File: src/rtl/wdog_keyed_pkg.sv
package wdog_keyed_pkg;
  typedef enum logic [1:0] {
    ADDR_RELOAD = 2'd0,
    ADDR_CTRL   = 2'd1,
    ADDR_KEY    = 2'd2,
    ADDR_SPARE  = 2'd3
  } wdog_addr_e;

  localparam logic [15:0] KEY_ARM  = 16'h5555;
  localparam logic [15:0] KEY_FIRE = 16'hAAAA;
endpackage

File: src/rtl/wdog_key_seq.sv
module wdog_key_seq
  import wdog_keyed_pkg::*;
(
  input  logic        clk_i,
  input  logic        rst_ni,
  input  logic        clr_i,
  input  logic        wr_en_i,
  input  logic [1:0]  wr_addr_i,
  input  logic [15:0] wr_data_i,
  output logic        restart_o
);
  logic armed_q;
  logic wr_key;

  always_comb begin
    wr_key    = wr_en_i && (wr_addr_i == ADDR_KEY);
    restart_o = armed_q && wr_key && (wr_data_i == KEY_FIRE);
  end

  // any write other than the arm word drops the unlock
  always_ff @(posedge clk_i or negedge rst_ni) begin
    if (!rst_ni)      armed_q <= 1'b0;
    else if (clr_i)   armed_q <= 1'b0;
    else if (wr_en_i) armed_q <= wr_key && (wr_data_i == KEY_ARM);
  end


  lone_fire_chk: assert property (@(posedge clk_i) disable iff (!rst_ni)
    restart_o |-> !$past(clr_i));
endmodule

File: src/rtl/wdog_down_cnt.sv
module wdog_down_cnt #(
  parameter int CNT_W        = 16,
  parameter int INIT_TIMEOUT = 40
) (
  input  logic             clk_i,
  input  logic             rst_ni,
  input  logic             clr_i,
  input  logic             en_set_i,
  input  logic             restart_i,
  input  logic [CNT_W-1:0] reload_i,
  output logic             enabled_o,
  output logic [CNT_W-1:0] count_o,
  output logic             expire_o
);
  logic             en_q;
  logic [CNT_W-1:0] cnt_q;

  assign enabled_o = en_q;
  assign count_o   = cnt_q;
  assign expire_o  = en_q && (cnt_q == '0) && !restart_i;

  always_ff @(posedge clk_i or negedge rst_ni) begin
    if (!rst_ni) begin
      en_q  <= 1'b0;
      cnt_q <= '0;
    end else if (clr_i) begin
      en_q  <= 1'b0;
      cnt_q <= '0;
    end else if (!en_q) begin
      if (en_set_i) begin
        en_q  <= 1'b1;
        cnt_q <= CNT_W'(INIT_TIMEOUT);
      end
    end else if (restart_i) begin
      cnt_q <= reload_i;
    end else if (cnt_q != '0) begin
      cnt_q <= cnt_q - 1'b1;
    end
  end


  sticky_en_chk: assert property (@(posedge clk_i) disable iff (!rst_ni)
    en_q && !clr_i |=> en_q);


  cnt_dec_chk: assert property (@(posedge clk_i) disable iff (!rst_ni)
    en_q && !restart_i && !clr_i && (cnt_q != '0) |=> cnt_q == $past(cnt_q) - 1'b1);


  idle_zero_chk: assert property (@(posedge clk_i) disable iff (!rst_ni)
    !en_q |-> cnt_q == '0);
endmodule

File: src/rtl/wdog_bite_ctl.sv
module wdog_bite_ctl #(
  parameter int RST_LEN    = 16,
  parameter int BITE_LIMIT = 3,
  parameter int BITE_W     = $clog2(BITE_LIMIT + 1)
) (
  input  logic              clk_i,
  input  logic              rst_ni,
  input  logic              expire_i,
  output logic              bite_o,
  output logic              rst_req_o,
  output logic              fault_o,
  output logic [BITE_W-1:0] bite_cnt_o
);
  localparam int PW = $clog2(RST_LEN + 1);

  logic [PW-1:0]     pulse_q;
  logic [BITE_W-1:0] bites_q;
  logic              fault_q;

  assign bite_o     = expire_i && !fault_q && (pulse_q == '0);
  assign rst_req_o  = (pulse_q != '0) || fault_q;
  assign fault_o    = fault_q;
  assign bite_cnt_o = bites_q;

  always_ff @(posedge clk_i or negedge rst_ni) begin
    if (!rst_ni) begin
      pulse_q <= '0;
      bites_q <= '0;
      fault_q <= 1'b0;
    end else if (bite_o) begin
      pulse_q <= PW'(RST_LEN);
      bites_q <= bites_q + 1'b1;
      if (bites_q == BITE_W'(BITE_LIMIT - 1)) fault_q <= 1'b1;
    end else if (pulse_q != '0) begin
      pulse_q <= pulse_q - 1'b1;
    end
  end


  bite_rst_chk: assert property (@(posedge clk_i) disable iff (!rst_ni)
    bite_o |=> rst_req_o);


  fault_hold_chk: assert property (@(posedge clk_i) disable iff (!rst_ni)
    fault_q |=> fault_q && rst_req_o);


  bite_mono_chk: assert property (@(posedge clk_i) disable iff (!rst_ni)
    1'b1 |=> bites_q >= $past(bites_q));
endmodule

File: src/rtl/wdog_keyed.sv
module wdog_keyed
  import wdog_keyed_pkg::*;
#(
  parameter int CNT_W        = 16,
  parameter int INIT_TIMEOUT = 40,
  parameter int RELOAD_DEF   = 20,
  parameter int RST_LEN      = 16,
  parameter int BITE_LIMIT   = 3,
  parameter int BITE_W       = $clog2(BITE_LIMIT + 1)
) (
  input  logic              clk_i,
  input  logic              rst_ni,
  input  logic              wr_en_i,
  input  logic [1:0]        wr_addr_i,
  input  logic [15:0]       wr_data_i,
  output logic              rst_req_o,
  output logic              fault_o,
  output logic              enabled_o,
  output logic [CNT_W-1:0]  count_o,
  output logic [BITE_W-1:0] bite_cnt_o
);
  logic             wr_ok;
  logic             en_set;
  logic             restart;
  logic             expire;
  logic             bite;
  logic [CNT_W-1:0] reload_q;

  // writes are dropped while the processor is held in reset
  assign wr_ok  = wr_en_i && !rst_req_o;
  assign en_set = wr_ok && (wr_addr_i == ADDR_CTRL) && wr_data_i[0];

  always_ff @(posedge clk_i or negedge rst_ni) begin
    if (!rst_ni)                               reload_q <= CNT_W'(RELOAD_DEF);
    else if (bite)                             reload_q <= CNT_W'(RELOAD_DEF);
    else if (wr_ok && wr_addr_i == ADDR_RELOAD) reload_q <= wr_data_i[CNT_W-1:0];
  end

  wdog_key_seq u_key (
    .clk_i     (clk_i),
    .rst_ni    (rst_ni),
    .clr_i     (bite),
    .wr_en_i   (wr_ok),
    .wr_addr_i (wr_addr_i),
    .wr_data_i (wr_data_i),
    .restart_o (restart)
  );

  wdog_down_cnt #(
    .CNT_W        (CNT_W),
    .INIT_TIMEOUT (INIT_TIMEOUT)
  ) u_cnt (
    .clk_i     (clk_i),
    .rst_ni    (rst_ni),
    .clr_i     (bite),
    .en_set_i  (en_set),
    .restart_i (restart),
    .reload_i  (reload_q),
    .enabled_o (enabled_o),
    .count_o   (count_o),
    .expire_o  (expire)
  );

  wdog_bite_ctl #(
    .RST_LEN    (RST_LEN),
    .BITE_LIMIT (BITE_LIMIT),
    .BITE_W     (BITE_W)
  ) u_bite (
    .clk_i      (clk_i),
    .rst_ni     (rst_ni),
    .expire_i   (expire),
    .bite_o     (bite),
    .rst_req_o  (rst_req_o),
    .fault_o    (fault_o),
    .bite_cnt_o (bite_cnt_o)
  );


  restart_load_chk: assert property (@(posedge clk_i) disable iff (!rst_ni)
    restart && enabled_o |=> count_o == $past(reload_q));


  ignore_wr_chk: assert property (@(posedge clk_i) disable iff (!rst_ni)
    rst_req_o && !enabled_o |=> !enabled_o);
endmodule

File: config.mk
export PLATFORM = sky130hd
export DESIGN_NAME = wdog_keyed
export DESIGN_NICKNAME = d
export VERILOG_FILES = /design/src/rtl/wdog_keyed_pkg.sv /design/src/rtl/wdog_key_seq.sv /design/src/rtl/wdog_down_cnt.sv /design/src/rtl/wdog_bite_ctl.sv /design/src/rtl/wdog_keyed.sv
export SDC_FILE = /design/constraint.sdc
export NUM_CORES = 1
export LEC_CHECK = 0
export ABC_CLOCK_PERIOD_IN_PS = 2000
export BUFFER_PORTS_ARGS = -buffer_cell sky130_fd_sc_hd__buf_2
export CAP_MARGIN = 20
export CORE_MARGIN = 2
export CORE_UTILIZATION = 45
export CTS_CLUSTER_SIZE = 28
export DETAILED_ROUTE_END_ITERATION = 8
export PLACE_DENSITY = 0.77
export SETUP_SLACK_MARGIN = 0.3
export SLEW_MARGIN = 10
export SYNTH_ARGS = -nofsm -noshare
export SYNTH_HDL_FRONTEND = slang
export SYNTH_SLANG_ARGS = --single-unit
File: constraint.sdc
create_clock -name clk_i -period 2 [get_ports clk_i]
set_input_delay 0.1 -clock clk_i [delete_from_list [all_inputs] [get_ports clk_i]]
set_output_delay 0.1 -clock clk_i [all_outputs]
set_load 0.02 [all_outputs]
* Word-level counts from Yosys, hierarchy flattened
Cells that the tools add are included.
** Operators by class
- Eq/ne operators :: 6
- Reductions and logical operators :: 27
- Add/subtract/negate cells :: 3
- Multiplexer cells :: 14
** Operator list (number)
- 16-bit 2-to-1 mux :: 7
- 16-bit by 15-bit == test with 1-bit output, second input constant :: 1
- 16-bit == test, second input constant :: 1
- 16-bit logical NOT :: 1
- 16-bit nonzero test :: 1
- 16-bit by 1-bit subtractor with 16-bit output, second input constant :: 1
- 1-bit logical AND :: 12
- 5-bit 2-to-1 mux :: 2
- 2-bit nonzero test :: 3
- 5-bit logical NOT :: 1
- 1-bit 2-to-1 mux :: 5
- 5-bit nonzero test :: 1
- 5-bit by 1-bit subtractor with 5-bit output, second input constant :: 1
- 2-bit == test, second input constant :: 2
- 4-bit by 3-bit inequality test with 1-bit output, second input constant :: 1
- 2-bit AND reduction :: 2
- 1-bit logical NOT :: 3
- 3-bit nonzero test :: 1
- 2-bit by 1-bit adder with 2-bit output, second input constant :: 1
- 2-bit by 1-bit == test with 1-bit output, second input constant :: 1
- 2-bit logical NOT :: 1
- 1-bit logical OR :: 1
** Word-level totals
- Bits of input ports :: 21
- Word-level logic and storage cells :: 57
- Output and inout bits :: 21
- Bits in registers :: 42

* Logic depth before layout (Yosys ltp)
Gate-level depths: netlist of run 1.
- Word-level depth :: 13
- Depth in mapped cells :: 9
- Mapped depth without buffers :: 8

* Cells and area by module
Synthesis of run 1 repeated with hierarchy kept, for this count alone.
** Unflattened totals
- Cells, all modules :: 234
- Area, all modules :: 2373.5 um^2
** Modules (own cells, without submodules)
- wdog_down_cnt :: cells an instance 138, area an instance 1201.2 um^2, sequential area each 425.4 um^2, times used 1
- wdog_keyed :: cells an instance 44, area an instance 646.9 um^2, sequential area each 402.9 um^2, times used 1
- wdog_bite_ctl :: cells an instance 34, area an instance 379.1 um^2, sequential area each 200.2 um^2, times used 1
- wdog_key_seq :: cells an instance 18, area an instance 146.4 um^2, sequential area each 25.0 um^2, times used 1

* Least setup slack after synthesis of run 1
No wires, ideal clock.
- Kind :: reg2reg
- Start point :: reg u_cnt.cnt_q[0] (netlist: u_cnt.count_o[0])
- End point :: reg u_bite.pulse_q[1]
- Cell stages (with the launch flop) :: 9
- Setup time :: 132 ps
- Path buffers :: 1
- Arrival :: 2189 ps
- Period minus slack after synthesis :: 2321 ps
- Path slack :: -321 ps
- Required time :: 1868 ps
- Cell sequence :: dfrtp_1 inv_1 ha_1 or3b_1 buf_6 nor4b_4 nand2_2 or3_1 o2bb2ai_1
** Between the ends
- Longest elaborated chain between the ends :: 6
- Elaborated cells on any way between the ends :: 7
- Those cells by class :: mux: 1; reduce/logical: 6
** Ends and longest elaborated chain
- start, declared :: line wdog_down_cnt.sv:16 : logic [CNT_W-1:0] cnt_q;
- start signal, assigned :: line wdog_down_cnt.sv:32 : cnt_q <= CNT_W'(INIT_TIMEOUT);
- start signal, assigned :: line wdog_down_cnt.sv:35 : cnt_q <= reload_i;
- start signal, assigned :: line wdog_down_cnt.sv:37 : cnt_q <= cnt_q - 1'b1;
- 16-bit logical NOT (*) :: line wdog_down_cnt.sv:20 : assign expire_o = en_q && (cnt_q == '0) && !restart_i;
- 1-bit logical AND (*) (2 in series) :: line wdog_down_cnt.sv:20
- 1-bit logical AND (*) (2 in series) :: line wdog_bite_ctl.sv:20 : assign bite_o = expire_i && !fault_q && (pulse_q == '0);
- 5-bit 2-to-1 mux or 2-bit nonzero test (tied branches)
- end signal, assigned :: line wdog_bite_ctl.sv:31 : pulse_q <= PW'(RST_LEN);
- end signal, assigned :: line wdog_bite_ctl.sv:35 : pulse_q <= pulse_q - 1'b1;
- end, declared :: line wdog_bite_ctl.sv:16 : logic [PW-1:0] pulse_q;
Mark *: on every way between the ends. The rest lies on a longest branch, timed or not.
A chain may end at the register's enable or synchronous reset.

* Final worst setup path of run 1
- Start point :: reg u_cnt.cnt_q[0] (netlist: u_cnt.count_o[0])
- End point :: reg u_bite.pulse_q[4]
Same word-level chain as after synthesis.

==> results.yml, run 1 <==
drt:
  routed_wl_mm: 7.446
  m1WireLength_mm: 3.083
  dr.pass1.iters: 6
  drtIter0Drc: 332
  route.detailed.drc: 0
  num_vias: 2572
  via_per_inst: 6.009
  wl_met3_um: 561
  ant_nets: 0
  post_drt_wl_per_cell_um: 17.40
  dr_wl_met2_mm: 3.541
  highest_layer: "met4"
timing:
  finalSetupViolations: 30
  finalHoldViolCount: 0
  holdWs_ps: 76.13
  clock_skew_ps: 11.36
  max-slew-margin-rel_pct: 71.05
  fin_setup_tns_ps: -797.2
  fin_ws_ps: -76.08
  worst_pin_slew_ps: 434.3
  rsz0062_at_grt: "true"
  max_freq_ghz: 0.4817
  fin_crit_ps: 2076
  post-route-period-util_pct: 103.8
  slew_viol_final: 0
cts:
  cts-root-buf: "clkbuf_8"
  clkTransAtPathRegs_ps: 90
  cts.sinks: 42
  clockBufferDepth: 2
  tritoncts: "built"
  clk_latency_ps: 300
  h-tree-depth: 2
  cts_made_buffers: 5
hold_path:
  hp-class: "in -> reg"
floorplan:
  core.rowCount: 26
  core-area_um2: 5205
  initial_core_util_pct: 47.33
  die_w_um: 77.99
  die_area_um2: 6082
  io_pins: 42
  die_h_um: 77.99
placed_design:
  finalWeightedCongestion: 0.9643
  dp_hpwl_mm: 5.079
  numPortBuffers: 41
  place_ws_ps: -127.7
worst_setup_path:
  cp-end-kind: "flop"
  criticalPathCategory: "reg -> reg"
  cp_max_fo: 7
  setup.worst_path.start_class: "flop"
  arrival_ps: 2300
  critPathRequiredTime_ps: 2220
synth:
  synthAdderAreaFrac_pct: 2.031
  synth_edf_count: 0
  synth_top_family_by_area: "simple AND/OR/NAND/NOR gates"
  synth_compound_area_share_pct: 16.81
  ys_warn_count: 0
  synth_cell_types: 53
  syn_area_per_cell_um2: 9.661
  synthMuxAreaShare_pct: 8.532
  synth-xor-area-share_pct: 0.7110
  synth_seq_cells: 42
  synth_nets: 280
  netlist_instances: 255
  synth-simple-area-share_pct: 24.68
  yosysSeqAreaShare_pct: 42.76
  synthesis.area_um2: 2464
  synth_flop_cell: "dfrtp_1"
  async_flop_share_pct: 100.0
grt:
  antenna_found_initial: 0
  first_global_vias: 2306
  grt_pass1_wl_mm: 11.17
  grt_max_degree: 26
  grtUsageTotal_pct: 23.41
  grt_overflow: 0
pwr:
  vdd_drop_max_mv: 0.6966
  sw_frac_of_total_pct: 44.31
  switchingPower_mw: 2.284
  cell_internal_pwr_mw: 2.871
  seq_power_share_pct: 30.7
  cellPowerDensity_nw_per_um2: 1454
  total_leakage_power_nw: 1.736
  pwr-share-clk_pct: 11.1
  p_comb_share_pct: 58.2
cells_and_area:
  synthToLayoutAreaGrowth_pct: 43.88
  fin_util_pct: 68.10
  insertedDiodeCount: 0
  nets: 382
  drive_above_1_share_pct: 44.69
outcome:
  status: "finished with violations"
  violations: "setup timing"
flow_run:
  maxCapViolCount: 0
-- worst max-delay path, cell delays in order, from the launching register on --
cell     delay (ps)
dfrtp_2         410
inv_2            70
ha_4            120
or3b_4          390
nor4b_4         230
buf_6           180
nand2_4          70
or3_4           360
a31oi_4         170
-- cell usage after synthesis (all sizes together) (2+ instances only) --
library cell	n	area share, %
dfrtp	40	41
nor2	26	4.0
mux2i	21	8.5
nand2	18	2.8
nor3	15	3.0
o21ai	13	2.6
inv	12	1.8
nor4	8	2.0
nor4bb	8	3.3
buf	7	2.0
nand3	7	1.4
a21oi	6	1.4
a31oi	5	1.3
o221ai	5	1.8
o31ai	5	1.5
a211oi	4	1.2
clkbuf	4	0.61
ha	4	2.0
o2bb2ai	4	1.4
nor2b	3	0.76
or3	3	0.76
or4	3	0.91
a211o	2	0.71
a21o	2	0.61
a22oi	2	0.61
and2	2	0.56
and4	2	0.71
dfstp	2	2.1
nand4	2	0.51
nor4b	2	1.9
-- metrics by stage --
step / cells / total power, mW / instance area [µm²]
final: 428 / 5.155 / 3545
after global routing: 428 / 5.466 / 3545
after CTS: 416 / 4.828 / 3341
after global placement: 404 / 4.030 / 3114
after detailed placement: 404 / 4.084 / 3114
after floorplan: 255 / 2.997 / 2491
-- path summary, 6_finish.rpt --
check / start / end / slack (ps) / depth (start not counted)
worst max-delay path: u_cnt.count_o[0] / u_bite.pulse_q[4] / -80 / 8
worst min-delay path: wr_data_i[9] / reload_q[9] / 80 / 3
worst max register to register: u_cnt.count_o[0] / u_bite.pulse_q[4] / -80 / 8
worst min register to register: u_cnt.count_o[6] / u_cnt.count_o[6] / 530 / 1
max in group asynchronous: rst_ni / reload_q[4] / 1040 / 3
min in group asynchronous: rst_ni / u_bite.fault_o / 240 / 2
-- power groups by stage --
stage	Sequential, mW	Clock (mW)	Combinational [mW]
5_1_grt	1.62	0.622	3.22
3_3_place_gp	1.55	0	2.48
6_report	1.58	0.572	3.00
4_1_cts	1.56	0.586	2.68
2_1_floorplan	1.72	0	1.28
3_5_place_dp	1.57	0	2.52
-- cell families (layout without fill, tap and decap cells) --
| logic type | Yosys count | count (layout) |
|---|---|---|
| and+or+nand+nor | 105 | 105 |
| buffers and inverters | 23 | 125 |
| xor gates and xnor gates | 2 | 2 |
| DFF | 42 | 42 |
| AOI/OAI and AO/OA | 58 | 59 |
| muxes | 21 | 21 |
| adders and majority gates | 4 | 4 |
-- sequential cells by signal, summed over array words and instances (netlist names) --
name	cells
reload_q	16
u_bite.bite_cnt_o	2
u_bite.fault_o	1
u_bite.pulse_q	5
u_cnt.count_o	16
u_cnt.enabled_o	1
u_key.armed_q	1
-- area by class of cell --
cell class	count	area, µm²
clock buffer	5	68.82
clock inverter	3	23.77
fill	383	1660
inverter	12	47.55
multi-input combinational	191	1510
sequential	42	1056
tap	70	87.58
timing repair buffer	105	750.7
-- metal layers --
| metal | vias to the layer above | GRT usage (%) |
|---|---|---|
| li1 | 1178 | - |
| met1 | 1211 | 31.06 |
| met2 | 148 | 36.21 |
| met3 | 35 | 6.512 |
| met4 | 0 | 9.474 |
| met5 | - | 0 |
-- layout by cell type (no fill, tap or decap), types with 5 or more instances in the layout --
| master | count |
|---|---|
| nor3_1 | 14 |
| nor4bb_1 | 8 |
| buf_4 | 55 |
| inv_1 | 7 |
| dfrtp_1 | 38 |
| buf_6 | 6 |
| nand2_1 | 15 |
| clkbuf_8 | 5 |
| buf_2 | 40 |
| o21ai_0 | 6 |
| mux2i_1 | 20 |
| nand3_1 | 5 |
| nor4_1 | 6 |
| o21ai_1 | 7 |
| nor2_1 | 22 |
-- timing repair --
action | 4_1_cts | 5_1_grt
endpoints found under the setup margin | 41 | 41
buffers inserted | 3 | 11
resized for setup | 26 | 25
pin swaps | 9 | 10
endpoints found under the hold margin | 17 | 0
hold buffers | 1 | 0
gates cloned | 0 | 1
Note: power is estimated with default switching activity, not from simulation.
==> run 2: changes to the inputs <==
PLACE_DENSITY = 0.76   (was 0.77)
==> run 2 against run 1 <==
- flip-flop and latch count unchanged
- critical path depth unchanged
- the run still ends with setup timing left
- clock skew decreased by 1.5 ps
- total power increased by 8.2%
- sequential power about the same
- fmax decreased by 2.1%
- clock-buffer cell count unchanged
- setup slack got worse by 45 ps
- sequential share of layout area decreased by 1.1 points
- core utilization increased by 2.6 points
- die area unchanged
==> results.yml, run 2 (synthesized netlist as in run 1, its figures left out) <==
cells_and_area:
  fillers: 361
  drive_above_1_share_pct: 47.74
  synthToLayoutAreaGrowth_pct: 49.42
  final_common_cell: "buf_4"
  fin_util_pct: 70.72
  nets: 378
  insertedDiodeCount: 0
  final_cell_mix: "buf_4, buf_2, dfrtp_1, nor2_1, mux2i_1"
hold_path:
  hp-class: "in -> reg"
  holdPathStages: 3
  hold_end: "reload_q[1]"
  min-delay-start: "wr_data_i[1]"
grt:
  grt_busiest_layer: "met2"
  grt_pass1_wl_mm: 12.19
  grtUsageMet2_pct: 41.03
  grt_overflow: 0
  grt_max_degree: 28
  antenna_found_initial: 0
  first_global_vias: 2402
  grtUsageTotal_pct: 25.84
  use_met1_pct: 35.36
  grtUsageMet3_pct: 4.302
cts:
  clockBufferDepth: 2
  h-tree-depth: 2
  cts_made_buffers: 5
  clk_latency_ps: 310
  cts-root-buf: "clkbuf_8"
  cts.sinks: 42
  tritoncts: "built"
  clkTransAtPathRegs_ps: 80
worst_setup_path:
  critPathRequiredTime_ps: 2230
  arrival_ps: 2350
  ff2ff_path_depth: 8
  cp-end-kind: "flop"
  cp_max_fo: 7
  r2r-end: "u_bite.pulse_q[4]"
  r2r-start: "u_cnt.count_o[0]"
  criticalPathCategory: "reg -> reg"
  reg2reg_slack_ps: -120
  setup.worst_path.start_class: "flop"
drt:
  via_per_inst: 6.233
  post_drt_wl_per_cell_um: 19.58
  routed_wl_mm: 8.302
  dr.pass1.iters: 6
  drtIter0Drc: 360
  num_vias: 2643
  ant_nets: 0
  route.detailed.drc: 0
floorplan:
  initial_core_util_pct: 47.33
  core.rowCount: 26
  core-area_um2: 5205
  die_area_um2: 6082
  die_h_um: 77.99
  io_pins: 42
  die_w_um: 77.99
outcome:
  violations: "setup timing"
  status: "finished with violations"
timing:
  worst_pin_slew_ps: 625.9
  rsz0062_at_grt: "true"
  fin_crit_ps: 2121
  max_freq_ghz: 0.4714
  fin_ws_ps: -121.3
  post-route-period-util_pct: 106.1
  finalSetupViolations: 31
  finalHoldViolCount: 0
  max-slew-margin-rel_pct: 58.27
  clock_skew_ps: 9.870
  slew_viol_final: 0
pwr:
  pwr-share-clk_pct: 12.9
  vdd_drop_max_mv: 0.7924
  switchingPower_mw: 2.464
  sw_frac_of_total_pct: 44.18
  total_leakage_power_nw: 1.782
  p_comb_share_pct: 58.3
  cellPowerDensity_nw_per_um2: 1515
  cell_internal_pwr_mw: 3.114
  seq_power_share_pct: 28.7
placed_design:
  place_ws_ps: -153.0
  numPortBuffers: 41
  dp_hpwl_mm: 5.389
  finalWeightedCongestion: 0.9781
flow_run:
  maxCapViolCount: 0
## run 2: cell types whose count changed in the layout (fill, tap and decap cells not counted), sizes merged
cell,before,now
buf,104,100
a31o,2,1
bufinv,0,1
clkbuf,5,6
clkinvlp,2,1
## run 2: worst max-delay path by stage
stage | slack [ps] | from | to
CTS | -40 | u_cnt.count_o[0] | u_bite.pulse_q[4]
detailed placement | -150 | u_bite.pulse_q[0] | u_cnt.count_o[0]
global route | -210 | u_bite.pulse_q[0] | reload_q[2]
global placement | -50 | u_cnt.count_o[0] | u_bite.pulse_q[1]
floorplan | -210 | u_cnt.count_o[0] | u_bite.pulse_q[1]
finish | -120 | u_cnt.count_o[0] | u_bite.pulse_q[4]
## run 2: routing by layer
metal  vias up  wire (µm)
met2       177       3937
met5         -          0
li1       1164          -
met4         0        308
met3        40        752
met1      1262       3303
## run 2: critical path, cell delays in order, from the launching register on
cell and delay, ps:
dfrtp_2 420, inv_2 70, ha_4 120, or3b_4 400, nor4b_4 230, buf_6 190
nand2_4 70, or3_4 370, a31oi_1 180
## run 2: layout make-up
cell class / instances / area, µm² / share of cell area (%)
clock buffer: 5 / 68.82 / 1.869
clock inverter: 3 / 48.80 / 1.326
inverter: 12 / 45.04 / 1.224
multi-input combinational: 190 / 1598 / 43.41
sequential: 42 / 1056 / 28.69
tap: 70 / 87.58 / 2.379
timing repair buffer: 102 / 777.0 / 21.11
## run 2: repair_timing
action | 4_1_cts | 5_1_grt
buffers inserted | 5 | 5
endpoints found under the setup margin | 41 | 41
pin swaps | 8 | 12
hold buffers | 1 | 0
cloned | 0 | 1
endpoints found under the hold margin | 23 | 0
gates resized for setup | 41 | 34
## run 2: per-stage QoR
stage                     setup TNS (ps)  instances  area (µm²)  total power, mW  hold WS (ps)
after floorplan                    -5061        255        2491            2.997        -195.6
after global placement            -163.1        404        3114            4.020         150.6
after detailed placement           -1225        404        3114            4.098         149.8
after CTS                         -120.2        418        3452            5.116         74.68
after global routing               -4451        424        3681            5.866         93.93
final                              -1101        424        3681            5.578         82.06
## run 2: power groups by stage
stage          clock (mW)  combinational, mW  sequential [mW]
6_report            0.722               3.25             1.60
4_1_cts             0.717               2.83             1.57
3_3_place_gp            0               2.47             1.55
2_1_floorplan           0               1.28             1.72
5_1_grt             0.760               3.47             1.64
3_5_place_dp            0               2.53             1.57
